==> src/rtl/rtc_pkg.sv <==
package rtc_pkg;

    localparam int ADDR_W = 3;

    localparam logic [ADDR_W-1:0] ADDR_CTRL   = 3'd0;
    localparam logic [ADDR_W-1:0] ADDR_RELOAD = 3'd1;
    localparam logic [ADDR_W-1:0] ADDR_COUNT  = 3'd2;
    localparam logic [ADDR_W-1:0] ADDR_ALARM  = 3'd3;
    localparam logic [ADDR_W-1:0] ADDR_DIVIDE = 3'd4;

    // flag positions inside the control/status register
    localparam int FLAG_SEC  = 0;
    localparam int FLAG_ALM  = 1;
    localparam int FLAG_OVF  = 2;
    localparam int FLAG_SYNC = 3;
    localparam int NUM_FLAGS = 4;
    localparam int BIT_CFG   = 4;
    localparam int BIT_DONE  = 5;
    localparam int CTRL_W    = 16;

    typedef enum logic [1:0] {
        ST_RUN,
        ST_CONFIG,
        ST_COMMIT
    } cfg_state_t;

endpackage

==> src/rtl/rtc_prescaler.sv <==
module rtc_prescaler #(
    parameter int                 DIV_W       = 20,
    parameter logic [DIV_W-1:0]   RELOAD_INIT = 3
) (
    input  logic             clk,
    input  logic             rst_n,
    input  logic             tick_en,
    input  logic             load_en,
    input  logic [DIV_W-1:0] load_val,
    input  logic [DIV_W-1:0] reload,
    output logic [DIV_W-1:0] div_o,
    output logic             inc_o
);

    localparam logic [DIV_W-1:0] DIV_ONE = {{(DIV_W-1){1'b0}}, 1'b1};

    logic [DIV_W-1:0] div_q;

    assign inc_o = tick_en && (div_q == '0) && !load_en;
    assign div_o = div_q;

    always_ff @(posedge clk) begin
        if (!rst_n) begin
            div_q <= RELOAD_INIT;
        end else if (load_en) begin
            div_q <= load_val;
        end else if (tick_en) begin
            if (div_q == '0) begin
                div_q <= reload;
            end else begin
                div_q <= div_q - DIV_ONE;
            end
        end
    end

    // a rollover leaves the divider at the reload value
    assert_reload_R6: assert property (@(posedge clk) disable iff (!rst_n)
        inc_o |=> (div_q == $past(reload)));

endmodule

==> src/rtl/rtc_cfg_fsm.sv <==
module rtc_cfg_fsm
    import rtc_pkg::*;
#(
    parameter int COMMIT_TICKS = 3
) (
    input  logic clk,
    input  logic rst_n,
    input  logic tick_en,
    input  logic ctrl_wr,
    input  logic cfg_bit,
    output logic cfg_mode,
    output logic wr_done,
    output logic commit_o
);

    localparam int TCNT_W = $clog2(COMMIT_TICKS + 1);
    localparam logic [TCNT_W-1:0] TCNT_LAST = TCNT_W'(COMMIT_TICKS - 1);
    localparam logic [TCNT_W-1:0] TCNT_ONE  = TCNT_W'(1);

    cfg_state_t        state_q, state_d;
    logic [TCNT_W-1:0] tcnt_q;
    logic              last_tick;

    assign last_tick = tick_en && (tcnt_q == TCNT_LAST);

    // next-state logic
    always_comb begin
        state_d = state_q;
        unique case (state_q)
            ST_RUN:    if (ctrl_wr && cfg_bit)  state_d = ST_CONFIG;
            ST_CONFIG: if (ctrl_wr && !cfg_bit) state_d = ST_COMMIT;
            ST_COMMIT: if (last_tick)           state_d = ST_RUN;
            default:                            state_d = ST_RUN;
        endcase
    end

    // state register and commit tick counter
    always_ff @(posedge clk) begin
        if (!rst_n) begin
            state_q <= ST_RUN;
            tcnt_q  <= '0;
        end else begin
            state_q <= state_d;
            if (state_q != ST_COMMIT) begin
                tcnt_q <= '0;
            end else if (tick_en) begin
                tcnt_q <= tcnt_q + TCNT_ONE;
            end
        end
    end

    // outputs
    always_comb begin
        cfg_mode = 1'b0;
        wr_done  = 1'b1;
        commit_o = 1'b0;
        unique case (state_q)
            ST_RUN:    ;
            ST_CONFIG: cfg_mode = 1'b1;
            ST_COMMIT: begin
                wr_done  = 1'b0;
                commit_o = last_tick;
            end
            default:   ;
        endcase
    end

    // nothing but a tick can end the busy phase
    assert_busy_holds_R5: assert property (@(posedge clk) disable iff (!rst_n)
        (state_q == ST_COMMIT && !tick_en) |=> (state_q == ST_COMMIT));

    // write-complete returns only after the commit edge
    assert_done_after_commit_R4: assert property (@(posedge clk) disable iff (!rst_n)
        (!wr_done && !commit_o) |=> !wr_done);

endmodule

==> src/rtl/rtc_flag_bank.sv <==
module rtc_flag_bank #(
    parameter int NFLAG = 4
) (
    input  logic             clk,
    input  logic             rst_n,
    input  logic [NFLAG-1:0] set_i,
    input  logic             clr_wr,
    input  logic [NFLAG-1:0] wdata,
    output logic [NFLAG-1:0] flags_o
);

    logic [NFLAG-1:0] flag_q;

    assign flags_o = flag_q;

    for (genvar i = 0; i < NFLAG; i++) begin : g_flag
        logic clear_req;
        assign clear_req = clr_wr && !wdata[i];

        always_ff @(posedge clk) begin
            if (!rst_n) begin
                flag_q[i] <= 1'b0;
            end else begin
                flag_q[i] <= set_i[i] || (flag_q[i] && !clear_req);
            end
        end

        // a hardware set is never lost to a same-cycle clear
        assert_set_wins_R10: assert property (@(posedge clk) disable iff (!rst_n)
            set_i[i] |=> flag_q[i]);
    end

endmodule

==> src/rtl/rtc_counter_top.sv <==
module rtc_counter_top
    import rtc_pkg::*;
#(
    parameter int                CNT_W        = 32,
    parameter int                DIV_W        = 20,
    parameter int                COMMIT_TICKS = 3,
    parameter logic [DIV_W-1:0]  RELOAD_INIT  = 3
) (
    input  logic              clk,
    input  logic              rst_n,
    input  logic              tick_en,
    input  logic              bus_wr,
    input  logic [ADDR_W-1:0] bus_addr,
    input  logic [CNT_W-1:0]  bus_wdata,
    output logic [CNT_W-1:0]  bus_rdata,
    input  logic              ie_sec,
    input  logic              ie_alarm,
    input  logic              ie_ovf,
    output logic              irq
);

    localparam logic [CNT_W-1:0] CNT_ONE = {{(CNT_W-1){1'b0}}, 1'b1};
    localparam logic [CNT_W-1:0] CNT_MAX = '1;

    // live, staged and shadow state
    logic [CNT_W-1:0] cnt_q, alarm_q, cnt_shadow_q;
    logic [DIV_W-1:0] reload_q, div_shadow_q;
    logic [CNT_W-1:0] stg_cnt_q, stg_alarm_q;
    logic [DIV_W-1:0] stg_reload_q;
    logic             pend_cnt_q, pend_alarm_q, pend_reload_q;
    logic             tick_d_q;

    // control
    logic             cfg_mode, wr_done, commit;
    logic             wr_ok, ctrl_wr, stage_wr;
    logic [DIV_W-1:0] div_now;
    logic             inc, cnt_step;
    logic [CNT_W-1:0] cnt_plus;
    logic [NUM_FLAGS-1:0] flag_set, flags;
    logic [CTRL_W-1:0] ctrl_rd;

    assign wr_ok    = bus_wr && wr_done;
    assign ctrl_wr  = wr_ok && (bus_addr == ADDR_CTRL);
    assign stage_wr = wr_ok && cfg_mode;

    rtc_cfg_fsm #(
        .COMMIT_TICKS (COMMIT_TICKS)
    ) u_fsm (
        .clk      (clk),
        .rst_n    (rst_n),
        .tick_en  (tick_en),
        .ctrl_wr  (ctrl_wr),
        .cfg_bit  (bus_wdata[BIT_CFG]),
        .cfg_mode (cfg_mode),
        .wr_done  (wr_done),
        .commit_o (commit)
    );

    rtc_prescaler #(
        .DIV_W       (DIV_W),
        .RELOAD_INIT (RELOAD_INIT)
    ) u_presc (
        .clk      (clk),
        .rst_n    (rst_n),
        .tick_en  (tick_en),
        .load_en  (commit && pend_reload_q),
        .load_val (stg_reload_q),
        .reload   (reload_q),
        .div_o    (div_now),
        .inc_o    (inc)
    );

    // counter step is suppressed when a committed value overrides it
    assign cnt_step = inc && !(commit && pend_cnt_q);
    assign cnt_plus = cnt_q + CNT_ONE;

    always_comb begin
        flag_set            = '0;
        flag_set[FLAG_SEC]  = cnt_step;
        flag_set[FLAG_ALM]  = cnt_step && (cnt_plus == alarm_q);
        flag_set[FLAG_OVF]  = cnt_step && (cnt_q == CNT_MAX);
        flag_set[FLAG_SYNC] = tick_d_q;
    end

    rtc_flag_bank #(
        .NFLAG (NUM_FLAGS)
    ) u_flags (
        .clk     (clk),
        .rst_n   (rst_n),
        .set_i   (flag_set),
        .clr_wr  (ctrl_wr),
        .wdata   (bus_wdata[NUM_FLAGS-1:0]),
        .flags_o (flags)
    );

    // staging registers, written only in configuration mode
    always_ff @(posedge clk) begin
        if (!rst_n) begin
            stg_cnt_q     <= '0;
            stg_alarm_q   <= '0;
            stg_reload_q  <= '0;
            pend_cnt_q    <= 1'b0;
            pend_alarm_q  <= 1'b0;
            pend_reload_q <= 1'b0;
        end else if (commit) begin
            pend_cnt_q    <= 1'b0;
            pend_alarm_q  <= 1'b0;
            pend_reload_q <= 1'b0;
        end else if (stage_wr) begin
            unique case (bus_addr)
                ADDR_COUNT: begin
                    stg_cnt_q  <= bus_wdata;
                    pend_cnt_q <= 1'b1;
                end
                ADDR_ALARM: begin
                    stg_alarm_q  <= bus_wdata;
                    pend_alarm_q <= 1'b1;
                end
                ADDR_RELOAD: begin
                    stg_reload_q  <= bus_wdata[DIV_W-1:0];
                    pend_reload_q <= 1'b1;
                end
                default: ;
            endcase
        end
    end

    // live registers
    always_ff @(posedge clk) begin
        if (!rst_n) begin
            cnt_q    <= '0;
            alarm_q  <= '0;
            reload_q <= RELOAD_INIT;
        end else begin
            if (commit && pend_cnt_q) begin
                cnt_q <= stg_cnt_q;
            end else if (cnt_step) begin
                cnt_q <= cnt_plus;
            end
            if (commit && pend_alarm_q) begin
                alarm_q <= stg_alarm_q;
            end
            if (commit && pend_reload_q) begin
                reload_q <= stg_reload_q;
            end
        end
    end

    // readable copies refreshed on the clock after each tick
    always_ff @(posedge clk) begin
        if (!rst_n) begin
            tick_d_q     <= 1'b0;
            cnt_shadow_q <= '0;
            div_shadow_q <= RELOAD_INIT;
        end else begin
            tick_d_q <= tick_en;
            if (tick_d_q) begin
                cnt_shadow_q <= cnt_q;
                div_shadow_q <= div_now;
            end
        end
    end

    // read mux
    always_comb begin
        ctrl_rd                    = '0;
        ctrl_rd[NUM_FLAGS-1:0]     = flags;
        ctrl_rd[BIT_CFG]           = cfg_mode;
        ctrl_rd[BIT_DONE]          = wr_done;
        case (bus_addr)
            ADDR_CTRL:   bus_rdata = CNT_W'(ctrl_rd);
            ADDR_RELOAD: bus_rdata = CNT_W'(reload_q);
            ADDR_COUNT:  bus_rdata = cnt_shadow_q;
            ADDR_ALARM:  bus_rdata = alarm_q;
            ADDR_DIVIDE: bus_rdata = CNT_W'(div_shadow_q);
            default:     bus_rdata = '0;
        endcase
    end

    assign irq = (flags[FLAG_SEC] && ie_sec)
              || (flags[FLAG_ALM] && ie_alarm)
              || (flags[FLAG_OVF] && ie_ovf);

    // an overflow event leaves the counter at zero
    assert_wrap_to_zero_R8: assert property (@(posedge clk) disable iff (!rst_n)
        flag_set[FLAG_OVF] |=> (cnt_q == '0));

    // an alarm event leaves the counter equal to the alarm value
    assert_alarm_match_R7: assert property (@(posedge clk) disable iff (!rst_n)
        (flag_set[FLAG_ALM] && !commit) |=> (cnt_q == alarm_q));

    // live alarm changes only on a commit edge
    assert_alarm_only_on_commit_R3: assert property (@(posedge clk) disable iff (!rst_n)
        !commit |=> $stable(alarm_q));

    // the synchronized flag alone never raises the interrupt
    assert_sync_no_irq_R11: assert property (@(posedge clk) disable iff (!rst_n)
        (flags[FLAG_SEC] == 1'b0 && flags[FLAG_ALM] == 1'b0 && flags[FLAG_OVF] == 1'b0) |-> !irq);

endmodule

==> config.mk <==
export PLATFORM = sky130hd
export DESIGN_NAME = rtc_counter_top
export DESIGN_NICKNAME = d
export VERILOG_FILES = /design/src/rtl/rtc_pkg.sv /design/src/rtl/rtc_prescaler.sv /design/src/rtl/rtc_cfg_fsm.sv /design/src/rtl/rtc_flag_bank.sv /design/src/rtl/rtc_counter_top.sv
export SDC_FILE = /design/constraint.sdc
export NUM_CORES = 1
export LEC_CHECK = 0
export ABC_AREA = 1
export CORE_MARGIN = 1
export CORE_UTILIZATION = 52
export CTS_CLUSTER_SIZE = 10
export DETAILED_ROUTE_END_ITERATION = 8
export GPL_ROUTABILITY_DRIVEN = 0
export GPL_TIMING_DRIVEN = 1
export PLACE_DENSITY = 0.81
export SYNTH_ARGS = -nofsm -noshare
export SYNTH_HDL_FRONTEND = slang
export SYNTH_HIERARCHICAL = 1
export SYNTH_SLANG_ARGS = --single-unit
==> constraint.sdc <==
create_clock -name clk -period 3.9 [get_ports clk]
set_input_delay 1.17 -clock clk [delete_from_list [all_inputs] [get_ports clk]]
set_output_delay 1.17 -clock clk [all_outputs]
set_load 0.1 [all_outputs]
==> results.py <==
metrics = {
    "outcome": {
        "status": "finished, final reports clean",
    },
    "floorplan": {
        "rows": 55,
        "die_h_um": 155,
        "die_w_um": 155,
        "dieArea_sq_mm": 0.0241,
        "pin_count": 75,
        "start_util": 0.535,
        "coreArea_sq_mm": 0.0228,
    },
    "detailed_routing": {
        "wl_um": 38900,
        "drtAntennaViolNets": 0,
        "drt_iter0_markers": 1455,
        "dr.pass1.iters": 7,
        "via_per_inst": 5.82,
        "vias": 12500,
        "wl_per_cell_um": 18.2,
        "route.detailed.drc": 0,
    },
    "sta": {
        "slew_headroom": 0.312,
        "skew_ns": 0.0289,
        "grt_setup_unrepaired": "no",
        "tightest_slew_ns": 1.03,
        "hold_violations": 0,
        "max_freq_mhz": 259,
        "period_needed_ns": 3.86,
        "finalMaxSlewViolations": 0,
        "finalCritPeriodShare": 0.989,
        "setup_viol": 0,
    },
    "cells_and_area": {
        "final_net_count": 1873,
        "areaGrowthSynthToFinish_pct": 20.3,
        "antenna_cells": 0,
        "post-route-util": 0.644,
        "stdcell_count": 2142,
        "fillCellCount": 1993,
        "drive_gt1_frac": 0.120,
    },
    "placement": {
        "placed_cells": 2105,
        "hpwl_um": 27100,
        "port_buffers": 74,
    },
    "power": {
        "leakage_nw": 6.07,
        "p_per_area_mw_per_mm2": 384,
        "ir_drop_v": 0.000376,
    },
    "clock_network": {
        "cts_buffer_depth": 3,
        "clock_sinks": 252,
        "cts_buffers": 29,
        "cts_tree": "built",
        "clock_latency_ns": 0.57,
        "cts_max_level": 1,
        "cts.clk_slew.worst_paths_ns": 0.06,
        "root_buffer": "clkbuf_16",
        "ctsHoldBuffers": 0,
    },
    "worst_setup_path": {
        "ff2ff_setup_slack_ns": 1.05,
        "r2r-end": "u_flags/flags_o[2]",
        "endpoint_kind": "output pin",
        "worstSetupPathType": "in2out",
        "r2r_cells": 16,
        "crit_path_start_kind": "input pin",
        "worstPathArrival_ns": 2.69,
        "crit_path_max_fanout": 7,
        "r2r_start": "u_fsm/tcnt_q[0]",
        "crit_end": "bus_rdata[23]",
        "startpoint": "bus_addr[2]",
        "required_ns": 2.73,
    },
    "grt": {
        "grt_pass1_vias": 11600,
        "overflow": 0,
        "grt_use_total": 0.323,
        "grt_pass1_wl_um": 61400,
        "grt_max_degree": 92,
        "antenna_found_initial": 0,
    },
    "yosys": {
        "yosysWarnings": 6,
        "syn-num-nets": 1813,
        "yosys-top-cells-count": "349 x nand2_1, 331 x nor2_1, 252 x dfxtp_1, 196 x o21ai_0, 142 x inv_1",
        "synth_seq_cells": 252,
        "syn_area_sq_mm": 0.0122,
        "yosysTopAreaCellShare": 0.413,
        "synth-edff-count": 0,
        "yosys.area.top_type": "dfxtp_1",
        "netlist_instances": 1767,
        "synthDistinctLibCells": 49,
        "syn-mean-instance-area_sq_um": 6.92,
        "synth_most_common_cell": "nand2_1",
        "yosysSeqAreaShare": 0.413,
        "ys_top_cells_by_area": "dfxtp_1 41%, nand2_1 11%, nor2_1 10%",
        "synth_ff_type": "dfxtp_1",
        "synthArstFlopShare": 0,
    },
    "worst_hold_path": {
        "hold_path_class": "reg2reg",
    },
    "run": {
        "drv_cap": 0,
    },
}
[power breakdown]
part           switching, W  internal, W
sequential        0.0000387      0.00262
clock               0.00103      0.00141
combinational      0.000353     0.000200
[kinds of logic (layout without fill, tap and decap cells)]
kind of cell | Yosys count | in the layout | synth area share
buffers and inverters | 241 | 303 | 0.0768
and+or+nand+nor | 846 | 846 | 0.300
xor gates and xnor gates | 18 | 18 | 0.0163
DFF | 252 | 252 | 0.413
adders and majority gates | 4 | 4 | 0.00410
AOI/OAI and AO/OA | 406 | 406 | 0.190
[through the flow]
step	setup WS (ns)	hold slack [ns]	cell area, sq um	TNS, ns	total power [W]
2_1_floorplan	-0.408	0.427	12300	-1.85	0.00304
6_report	0.0435	0.452	14700	0	0.00565
4_1_cts	0.0641	0.452	14700	0	0.00563
3_5_place_dp	-0.156	0.444	13800	-3.48	0.00324
5_1_grt	0.0176	0.480	14700	0	0.00579
3_3_place_gp	-0.122	0.438	13800	-1.56	0.00323
[metal layers]
| layer | share of wire | track usage | up-vias |
|---|---|---|---|
| met4 | 0.053 | 0.159 | 0 |
| met1 | 0.40 | 0.429 | 5711 |
| li1 | - | - | 5885 |
| met5 | 0 | 0 | - |
| met2 | 0.44 | 0.507 | 735 |
| met3 | 0.10 | 0.0554 | 135 |
[what timing repair did]
| action | in CTS | in global routing |
|---|---|---|
| endpoints found under the setup margin | 32 | 0 |
| buffers inserted | 3 | 0 |
| gates resized for setup | 12 | 0 |
[placed cells by master (no fill, tap or decap), types with 8 or more instances in the layout]
master and instances:
a21oi_1 98, a22oi_1 20, a31oi_1 30, buf_12 36, buf_4 39, clkbuf_16 29
clkdlybuf4s50_1 37, dfxtp_1 251, inv_1 141, inv_2 8, nand2_1 345, nand2_2 17
nand3_1 87, nand3_2 11, nor2_1 327, nor2_2 11, nor2_4 13, o21ai_0 186
o21ai_4 9, o22ai_1 16, xor2_1 9
[layout make-up]
cell class                 instances  area, sq um  area share
timing repair buffer             119         1500       0.102
clock buffer                      31          753      0.0512
inverter                         151          568      0.0386
tap                              313          392      0.0266
clock inverter                     2         38.8     0.00264
multi-input combinational       1274         6410       0.436
sequential                       252         5050       0.343
[flip-flops by register name, indices dropped and copies added, names as in the netlist]
name,flops
alarm_q,32
cnt_q,32
cnt_shadow_q,32
stg_alarm_q,32
stg_cnt_q,32
div_shadow_q,20
reload_q,20
stg_reload_q,20
u_presc/div_o,20
u_flags/flags_o,4
u_fsm/state_q,2
u_fsm/tcnt_q,2
pend_alarm_q,1
pend_cnt_q,1
pend_reload_q,1
tick_d_q,1
[worst min path at each step]
| stage | to | slack, ns | cells past startpoint | startpoint |
|---|---|---|---|---|
| global placement | pend_cnt_q | 0.44 | 2 | pend_cnt_q |
| global route | div_shadow_q[8] | 0.48 | 2 | div_shadow_q[8] |
| floorplan | pend_alarm_q | 0.43 | 2 | pend_alarm_q |
| CTS | pend_cnt_q | 0.45 | 2 | pend_cnt_q |
| finish | pend_cnt_q | 0.45 | 2 | pend_cnt_q |
| detailed placement | pend_cnt_q | 0.44 | 2 | pend_cnt_q |
[critical path, stage by stage]
cell and delay, ns:
dlygate4sd2_1 0.29, buf_4 0.18, nor3_4 0.25, buf_12 0.16
bufbuf_16 0.27, nand2_1 0.08, o21ai_4 0.08, buf_12 0.19
Note: power is estimated with default switching activity, not from simulation.
